### config.mk
export PLATFORM = sky130hd
export DESIGN_NAME = podt_timer
export DESIGN_NICKNAME = d
export VERILOG_FILES = /design/src/rtl/podt_pkg.sv /design/src/rtl/podt_sync.sv /design/src/rtl/podt_clr_qual.sv /design/src/rtl/podt_retain.sv /design/src/rtl/podt_timer.sv
export SDC_FILE = /design/constraint.sdc
export NUM_CORES = 1
export LEC_CHECK = 0
export BUFFER_PORTS_ARGS = -buffer_cell sky130_fd_sc_hd__buf_2
export CELL_PAD_IN_SITES_DETAIL_PLACEMENT = 1
export CELL_PAD_IN_SITES_GLOBAL_PLACEMENT = 2
export CORE_MARGIN = 2
export CORE_UTILIZATION = 33
export DETAILED_ROUTE_END_ITERATION = 10
export PLACE_DENSITY_LB_ADDON = 0.1
export SYNTH_ARGS = -nofsm -noshare
export SYNTH_HDL_FRONTEND = slang
export SYNTH_SLANG_ARGS = --single-unit
### constraint.sdc
create_clock -name clk -period 3.5 [get_ports clk]
set_input_delay 0.175 -clock clk [delete_from_list [all_inputs] [get_ports clk]]
set_output_delay 0.175 -clock clk [all_outputs]
set_load 0.03 [all_outputs]
### src/rtl/podt_pkg.sv
package podt_pkg;

  typedef enum logic [2:0] {
    PH_OFF   = 3'd0,
    PH_TIME  = 3'd1,
    PH_PULSE = 3'd2,
    PH_LATCH = 3'd3,
    PH_DONE  = 3'd4,
    PH_INHIB = 3'd5
  } phase_t;

  // Elapsed value after this tick would reach the preset.
  function automatic logic period_done(input logic [31:0] elap, input logic [31:0] preset);
    return ({1'b0, elap} + 33'd1) >= {1'b0, preset};
  endfunction

  // Pulse counter after this tick would reach the width.
  function automatic logic pulse_done(input logic [31:0] pwc, input logic [31:0] width);
    return ({1'b0, pwc} + 33'd1) >= {1'b0, width};
  endfunction

  // Present value seen by the display.
  function automatic logic [31:0] pv_calc(input logic [31:0] elap, input logic [31:0] preset,
                                          input logic down);
    if (!down) return elap;
    return (preset >= elap) ? (preset - elap) : 32'd0;
  endfunction

  // Effective minimum clear width; zero acts as one.
  function automatic logic [31:0] clr_limit(input logic [31:0] min_w);
    return (min_w == 32'd0) ? 32'd1 : min_w;
  endfunction

endpackage

### src/rtl/podt_sync.sv
module podt_sync #(
  parameter int W      = 2,
  parameter int STAGES = 2
) (
  input  logic         clk,
  input  logic         rst_n,
  input  logic [W-1:0] d,
  output logic [W-1:0] q
);
  logic [W-1:0] stg [STAGES];

  genvar s;
  generate
    for (s = 0; s < STAGES; s++) begin : g_stage
      if (s == 0) begin : g_first
        always_ff @(posedge clk or negedge rst_n)
          if (!rst_n) stg[s] <= '0;
          else        stg[s] <= d;
      end else begin : g_next
        always_ff @(posedge clk or negedge rst_n)
          if (!rst_n) stg[s] <= '0;
          else        stg[s] <= stg[s-1];
      end
    end
  endgenerate

  assign q = stg[STAGES-1];
endmodule

### src/rtl/podt_clr_qual.sv
module podt_clr_qual #(
  parameter int CLRW_W = 8
) (
  input  logic              clk,
  input  logic              rst_n,
  input  logic              clr_s,
  input  logic [CLRW_W-1:0] min_w,
  output logic              accept,
  output logic              held
);
  import podt_pkg::*;

  localparam logic [CLRW_W-1:0] CNT_MAX = '1;

  logic [CLRW_W-1:0] cnt;
  logic              reach;

  assign reach  = period_done(32'(cnt), clr_limit(32'(min_w)));
  assign accept = clr_s && !held && reach;

  always_ff @(posedge clk or negedge rst_n) begin
    if (!rst_n) begin
      cnt  <= '0;
      held <= 1'b0;
    end else begin
      if (!clr_s)              cnt <= '0;
      else if (cnt != CNT_MAX) cnt <= cnt + 1'b1;
      held <= clr_s && (held || reach);
    end
  end
endmodule

### src/rtl/podt_retain.sv
module podt_retain #(
  parameter int              W         = 8,
  parameter logic [W-1:0]    RESET_VAL = '0
) (
  input  logic         clk,
  input  logic         rst_n,
  input  logic         ld,
  input  logic [W-1:0] d,
  output logic [W-1:0] q
);
  always_ff @(posedge clk or negedge rst_n)
    if (!rst_n)  q <= RESET_VAL;
    else if (ld) q <= d;
endmodule

### src/rtl/podt_timer.sv
module podt_timer #(
  parameter int CNT_W  = 20,
  parameter int PW_W   = 16,
  parameter int CLRW_W = 8
) (
  input  logic              clk,
  input  logic              rst_n,
  input  logic              pwr_good,
  input  logic              tick,
  input  logic [CNT_W-1:0]  preset_i,
  input  logic              count_down_i,
  input  logic [PW_W-1:0]   pulse_w_i,
  input  logic [CLRW_W-1:0] clr_min_i,
  input  logic              clr_in,
  input  logic              gate_in,
  output logic              out_o,
  output logic [CNT_W-1:0]  pv_o,
  output logic              run_o
);
  import podt_pkg::*;

  localparam int SNAP_W = 3 + CNT_W + PW_W;
  localparam logic [SNAP_W-1:0] SNAP_INIT = {PH_TIME, {CNT_W{1'b0}}, {PW_W{1'b0}}};

  // synchronised asynchronous controls
  logic clr_s, gate_s;
  podt_sync #(.W(2), .STAGES(2)) u_sync (
    .clk(clk), .rst_n(rst_n), .d({clr_in, gate_in}), .q({clr_s, gate_s})
  );

  logic clr_accept, clr_held;
  podt_clr_qual #(.CLRW_W(CLRW_W)) u_qual (
    .clk(clk), .rst_n(rst_n), .clr_s(clr_s), .min_w(clr_min_i),
    .accept(clr_accept), .held(clr_held)
  );

  // working state
  phase_t            phase, phase_n;
  logic [CNT_W-1:0]  elap, elap_n;
  logic [PW_W-1:0]   pwc, pwc_n;
  logic              pwr_q;

  // named events
  logic pwr_fall, pwr_rise, tick_run, period_end, pulse_step, pulse_end;

  assign pwr_fall   = pwr_q && !pwr_good;
  assign pwr_rise   = !pwr_q && pwr_good;
  assign tick_run   = pwr_good && pwr_q && !clr_accept && (phase == PH_TIME) && tick && !gate_s;
  assign period_end = tick_run && period_done(32'(elap), 32'(preset_i));
  assign pulse_step = pwr_good && pwr_q && !clr_accept && (phase == PH_PULSE) && tick;
  assign pulse_end  = pulse_step && pulse_done(32'(pwc), 32'(pulse_w_i));

  // retention snapshot
  logic [SNAP_W-1:0] snap_q;
  podt_retain #(.W(SNAP_W), .RESET_VAL(SNAP_INIT)) u_snap (
    .clk(clk), .rst_n(rst_n), .ld(pwr_fall), .d({phase, elap, pwc}), .q(snap_q)
  );

  always_comb begin
    phase_n = phase;
    elap_n  = elap;
    pwc_n   = pwc;
    if (!pwr_good) begin
      phase_n = PH_OFF;
      elap_n  = '0;
      pwc_n   = '0;
    end else if (clr_accept) begin
      phase_n = PH_INHIB;
      elap_n  = '0;
      pwc_n   = '0;
    end else if (pwr_rise) begin
      phase_n = phase_t'(snap_q[SNAP_W-1 -: 3]);
      elap_n  = snap_q[PW_W +: CNT_W];
      pwc_n   = snap_q[PW_W-1:0];
    end else begin
      case (phase)
        PH_TIME: begin
          if (period_end) begin
            elap_n  = preset_i;
            pwc_n   = '0;
            phase_n = (pulse_w_i == '0) ? PH_LATCH : PH_PULSE;
          end else if (tick_run) begin
            elap_n = elap + 1'b1;
          end
        end
        PH_PULSE: begin
          if (pulse_end)       phase_n = PH_DONE;
          else if (pulse_step) pwc_n   = pwc + 1'b1;
        end
        PH_INHIB: if (!clr_held) phase_n = PH_TIME;
        default: ;
      endcase
    end
  end

  always_ff @(posedge clk or negedge rst_n) begin
    if (!rst_n) begin
      phase <= PH_OFF;
      elap  <= '0;
      pwc   <= '0;
      pwr_q <= 1'b0;
    end else begin
      phase <= phase_n;
      elap  <= elap_n;
      pwc   <= pwc_n;
      pwr_q <= pwr_good;
    end
  end

  assign out_o = (phase == PH_PULSE) || (phase == PH_LATCH);
  assign run_o = (phase == PH_TIME) && !gate_s;
  assign pv_o  = CNT_W'(pv_calc(32'(elap), 32'(preset_i), count_down_i));

endmodule

======== Yosys cells after proc, flatten, opt, wreduce, memory -nomap -nowiden ========
Cells that the tools add are included.
word-level totals
  bits in latches ......................... 0
  bits of input ports ..................... 51
  bits in read-only memories .............. 0
  logic and storage cells ................. 88
  memories kept ........................... 0
  bits in writable memories ............... 0
  flip-flop bits (word level) ............. 92
cells by class
  bitwise gates (word level) .............. 0
  div/mod/pow operators ................... 0
  shift-type cells ........................ 0
  multiplexer cells ....................... 26
  eq/ne operators ......................... 15
  $mul .................................... 0
  reduce and logical (&&, ||, !) cells .... 27
  $lt $le $gt $ge ......................... 4
  add/sub/neg operators ................... 7
operators by type and width
  operator                                       number
  2-to-1 mux 20 bit                              8
  2-to-1 mux 16 bit                              6
  >= comparator 33 x 32 -> 1 bit                 1
  case mux 16 bit (2 select lines)               1
  != test 5 bit, second input constant           5
  2-to-1 mux 8 bit                               3
  adder 20 x 1 -> 21 bit, second input constant  1
  >= comparator 21 x 20 -> 1 bit                 1
  adder 20 x 1 -> 20 bit, second input constant  1
  >= comparator 20 bit                           1
  subtractor 20 bit                              1
  2-to-1 mux 3 bit                               6
  adder 16 x 1 -> 17 bit, second input constant  1
  >= comparator 17 x 16 -> 1 bit                 1
  adder 16 x 1 -> 16 bit, second input constant  1
  zero test 16 bit                               1
  logical AND 1 bit                              15
  != test 5 x 1 -> 1 bit, second input constant  2
  adder 8 x 1 -> 9 bit, second input constant    1
  case mux 3 bit (3 select lines)                1
  adder 8 x 1 -> 8 bit, second input constant    1
  zero test 8 bit                                1
  != test 8 bit, second input constant           1
  AND reduction 4 bit                            2
  10 further kinds                               16

======== Depth between registers and ports, before layout ========
  depth in word-level cells ............... 15
  mapped depth ............................ 16
  mapped depth without buffers ............ 14

======== Modules after synthesis ========
A second synthesis with hierarchy kept.
unflattened totals
  cells, all modules ...................... 810
  area total of the unflattened synthesis .. 7419.6 um2
by module, submodules not included
  module         instances  area an instance (um2)  cells each  seq. area each (um2)
  podt_timer     1          5132.4                  653         1001.0
  podt_retain    1          1495.2                  82          977.2
  podt_clr_qual  1          676.9                   69          225.2
  podt_sync      1          115.1                   6           100.1

======== Worst setup path after synthesis ========
Ideal clock, no wire load.
  path type ............................... reg-to-reg
  start ................................... register elap[6]
  end ..................................... register elap[11]
  setup slack ............................. -0.124 ns
  library setup time ...................... 0.138 ns
  path buffers ............................ 2
  cell stages (with the launch flop) ...... 16
  clock period less this slack ............ 3.624 ns
  data arrival time ....................... 3.486 ns
  data required time ...................... 3.362 ns
  cell sequence ........................... dfrtp_1 nand4_1 or2_2 or3_4 xnor2_1 ha_1 nand4_1 or4_1 a21oi_1 o31a_2 o21ai_2 or3_1 buf_6 buf_6 o221ai_1 a21oi_1
between the ends
  longest elaborated chain between the ends .. 8
RTL lines
  item                            RTL line           RTL
  start: declaration              podt_timer.sv:39   logic [CNT_W-1:0] elap, elap_n;
  start signal: assignment        podt_timer.sv:104  elap <= elap_n;
  adder 20 x 1 -> 21 bit          podt_pkg.sv:14     return ({1'b0, elap} + 33'd1) >= {1'b0, preset};
  >= comparator 21 x 20 -> 1 bit  podt_pkg.sv:14
  logical AND 1 bit               podt_timer.sv:49   assign period_end = tick_run && period_done(32'(elap), 32'(preset_i));
  2-to-1 mux 20 bit               podt_timer.sv:78   if (period_end) begin
  2-to-1 mux 20 bit               podt_timer.sv:76   case (phase)
  2-to-1 mux 20 bit               podt_timer.sv:71   end else if (pwr_rise) begin
  2-to-1 mux 20 bit               podt_timer.sv:67   end else if (clr_accept) begin
  2-to-1 mux 20 bit               podt_timer.sv:63   if (!pwr_good) begin
Parallel ways exist; a longest one is shown, timed or not. The select of a mux whose other input is x is not followed.
A chain may end at the register's enable or synchronous reset.

======== Final worst setup path ========
  start ................................... register elap[8]
  end ..................................... register elap[8]
The elaborated chain is that of the path after synthesis.

==> impl_metrics.json <==
{
  "outcome": "finished with violations",
  "violations": "negative setup slack",
  "critical_path_class": "flip-flop to flip-flop",
  "die_area_sq_um": 22600,
  "syn2layout_area_growth_pct": 30.3,
  "r2r_slack_ns": -0.35,
  "critical_path.cell_chain": "nand4_1, or2_4, or3_4, xnor2_2, ha_1, nand4_1, or4_4, a21oi_2, o31a_2, o21ai_4, buf_6, or3_4, buf_12, o221ai_1, o21ai_1",
  "grt_overflow": 0,
  "r2r_end": "elap[8]",
  "drt-initial-drc-count": 229,
  "synth.area.top_cells": "dfrtp_1 (32%), ha_1 (12%), mux2_2 (5.3%), xnor2_1 (5.0%), nand2_1 (4.0%)",
  "synth.most_common_cell": "dfrtp_1",
  "synth_fp_nets": 924,
  "n_antenna_cell": 0,
  "cp.arrival_ns": 4.07,
  "initial_core_util": 0.336,
  "htreeDepth": 3,
  "cts.sink_count": 92,
  "fin_crit_sh": 1.10,
  "numPortBuffers": 72,
  "wl_per_cell_um": 19.2,
  "gp_congestion": 0.872,
  "power.leakage_nw": 4.39,
  "clock_latency_ns": 0.36,
  "worstSetupEndpointType": "flip-flop",
  "setup_tns_ns": -6.43,
  "timing.final.ws_setup_ns": -0.349,
  "crit_fanout": 5,
  "dr_total_vias": 6718,
  "grt_pass1_vias": 7190,
  "rows": 53,
  "dpl_cell_area_sq_um": 8320,
  "synthTopCellsByCount": "dfrtp_1 (91), nand2_1 (75), inv_1 (73)",
  "ys.flop_type": "dfrtp_1",
  "cp-endpoint": "elap[8]",
  "required_ns": 3.72,
  "period_needed_ns": 3.85,
  "cp.buffers_inverters": 2,
  "synthArstFlopShare": 1.00,
  "grt_max_degree": 64,
  "synth_edf_count": 0,
  "power_density_nw_per_um2": 330,
  "grt_pass1_wl_um": 37500,
  "firstDrtPassIters": 4,
  "core_sq_um": 21000,
  "worstSetupStartpoint": "elap[8]",
  "hold_ws_ns": 0.0517,
  "drive_gt1_frac": 0.294,
  "synth_area_sq_um": 7060,
  "drtAntennaViolNets": 0,
  "dp_hpwl_um": 17600,
  "yosysTopAreaCell": "dfrtp_1",
  "drc": 0,
  "clockRootBuffer": "clkbuf_16",
  "peakVddDrop_mv": 0.199,
  "min_path_type": "primary input to flip-flop",
  "avgSynthCellArea_sq_um": 8.77,
  "ff2ff_path_depth": 15,
  "rsz0062_at_grt": "yes",
  "die_y_um": 150,
  "antenna_found_initial": 0,
  "setup_viol": 39,
  "floorplan.io_pins": 73,
  "power.total_mw": 3.03,
  "numCtsBuffers": 9,
  "clk_pin_slew_ns": 0.07,
  "die_w_um": 150,
  "slew_headroom": 0.155,
  "syn_inst": 805,
  "wl_um": 23800,
  "ys_types": 68,
  "cts_buffer_depth": 2,
  "tightest_slew_ns": 1.26,
  "max_freq_ghz": 0.260,
  "slowest_stage": "or4_4",
  "crit_path_start_kind": "flip-flop",
  "crit_family": "simple AND/OR/NAND/NOR gates",
  "yosys_warnings": 0,
  "fin_nets": 1076,
  "cpPeakStageDelay_ns": 0.50,
  "yosysTopAreaCellShare": 0.322,
  "cp.depth": 15,
  "finalHoldViolCount": 0,
  "vias_per_cell": 5.43,
  "ys_ff_latch": 92,
  "skew_ns": 0.0184,
  "grtUsageTotal": 0.212,
  "slew_viol_final": 0,
  "cts_tree": "yes",
  "synth-seq-area-share": 0.326,
  "drv_cap": 0,
  "r2r-start": "elap[8]",
  "stdcell_area_sq_um": 9200,
  "fin_util": 0.438
}
## power breakdown
| part | total (mW) | switching [mW] | internal (mW) |
|---|---|---|---|
| Clock | 0.989 | 0.438 | 0.552 |
| Sequential | 1.17 | 0.0531 | 1.12 |
| Combinational | 0.873 | 0.519 | 0.354 |
## worst min path at each step
stage                   from            end  slack [ns]  depth (start not counted)
global placement     gate_in  u_sync.stg[2]        0.28                          1
global route        pwr_good          pwr_q        0.05                          1
detailed placement    clr_in  u_sync.stg[3]        0.29                          1
finish              pwr_good          pwr_q        0.05                          1
CTS                 pwr_good          pwr_q        0.04                          1
floorplan              rst_n        elap[0]       -0.12                          0
## per-layer routing
metal / track usage / vias to the layer above / share of wire
met4: 0.0646 / 0 / 0.023
li1: - / 3228 / -
met3: 0.0285 / 38 / 0.027
met5: 0 / - / 0
met1: 0.268 / 3342 / 0.45
met2: 0.375 / 110 / 0.50
## placed cells by master, fill, tap and decap left out, types with 7 or more instances in the layout
cell type	count
nand2_1	73
nand3_1	27
o22ai_1	21
nor2_1	43
nand4_1	10
clkbuf_16	10
mux2_2	32
o21a_1	8
nor3_1	18
a21oi_2	10
o21ai_0	42
nand2b_1	8
inv_1	72
a21oi_1	29
a21o_1	9
a22oi_1	15
o21ai_1	8
buf_2	66
o221ai_4	7
ha_1	64
buf_4	88
xnor2_1	36
and3_1	13
dfrtp_1	91
xor2_1	18
## registers in the layout, indices dropped and copies added, names as in the netlist, 2 cells and up
| register | cells |
|---|---|
| elap | 20 |
| phase | 3 |
| pwc | 16 |
| u_qual.cnt | 8 |
| u_snap.q | 39 |
| u_sync.q | 2 |
| u_sync.stg | 2 |
## layout make-up
| type | instances | area (sq um) |
|---|---|---|
| Fill cell | 2444 | 11800 |
| Multi-Input combinational cell | 610 | 4740 |
| Sequential cell | 92 | 2300 |
| Timing Repair Buffer | 171 | 1260 |
| Tap cell | 275 | 344 |
| Inverter | 73 | 274 |
| Clock buffer | 11 | 233 |
| Clock inverter | 5 | 52.6 |
## stage by stage
step                      instances  setup slack [ns]
after floorplan                 805           -0.0548
after global placement         1196            -0.269
after detailed placement       1196            -0.337
after CTS                      1229            -0.219
after global routing           1237            -0.435
final                          1237            -0.349
## logic make-up after synthesis
group / share of synthesized area
xor+xnor: 0.0719
mux: 0.0597
simple gates: 0.166
buf+inv: 0.0581
compound gates: 0.196
fa+ha+maj: 0.122
flops: 0.326
## timing repair
action	in CTS	in global routing
setup buffers	12	7
endpoints found under the hold margin	62	0
hold buffers	3	0
pin swaps	15	21
setup endpoints to repair	44	59
gates cloned	2	1
resized for setup	34	45
No activity file was read; power rests on OpenSTA's default activity.
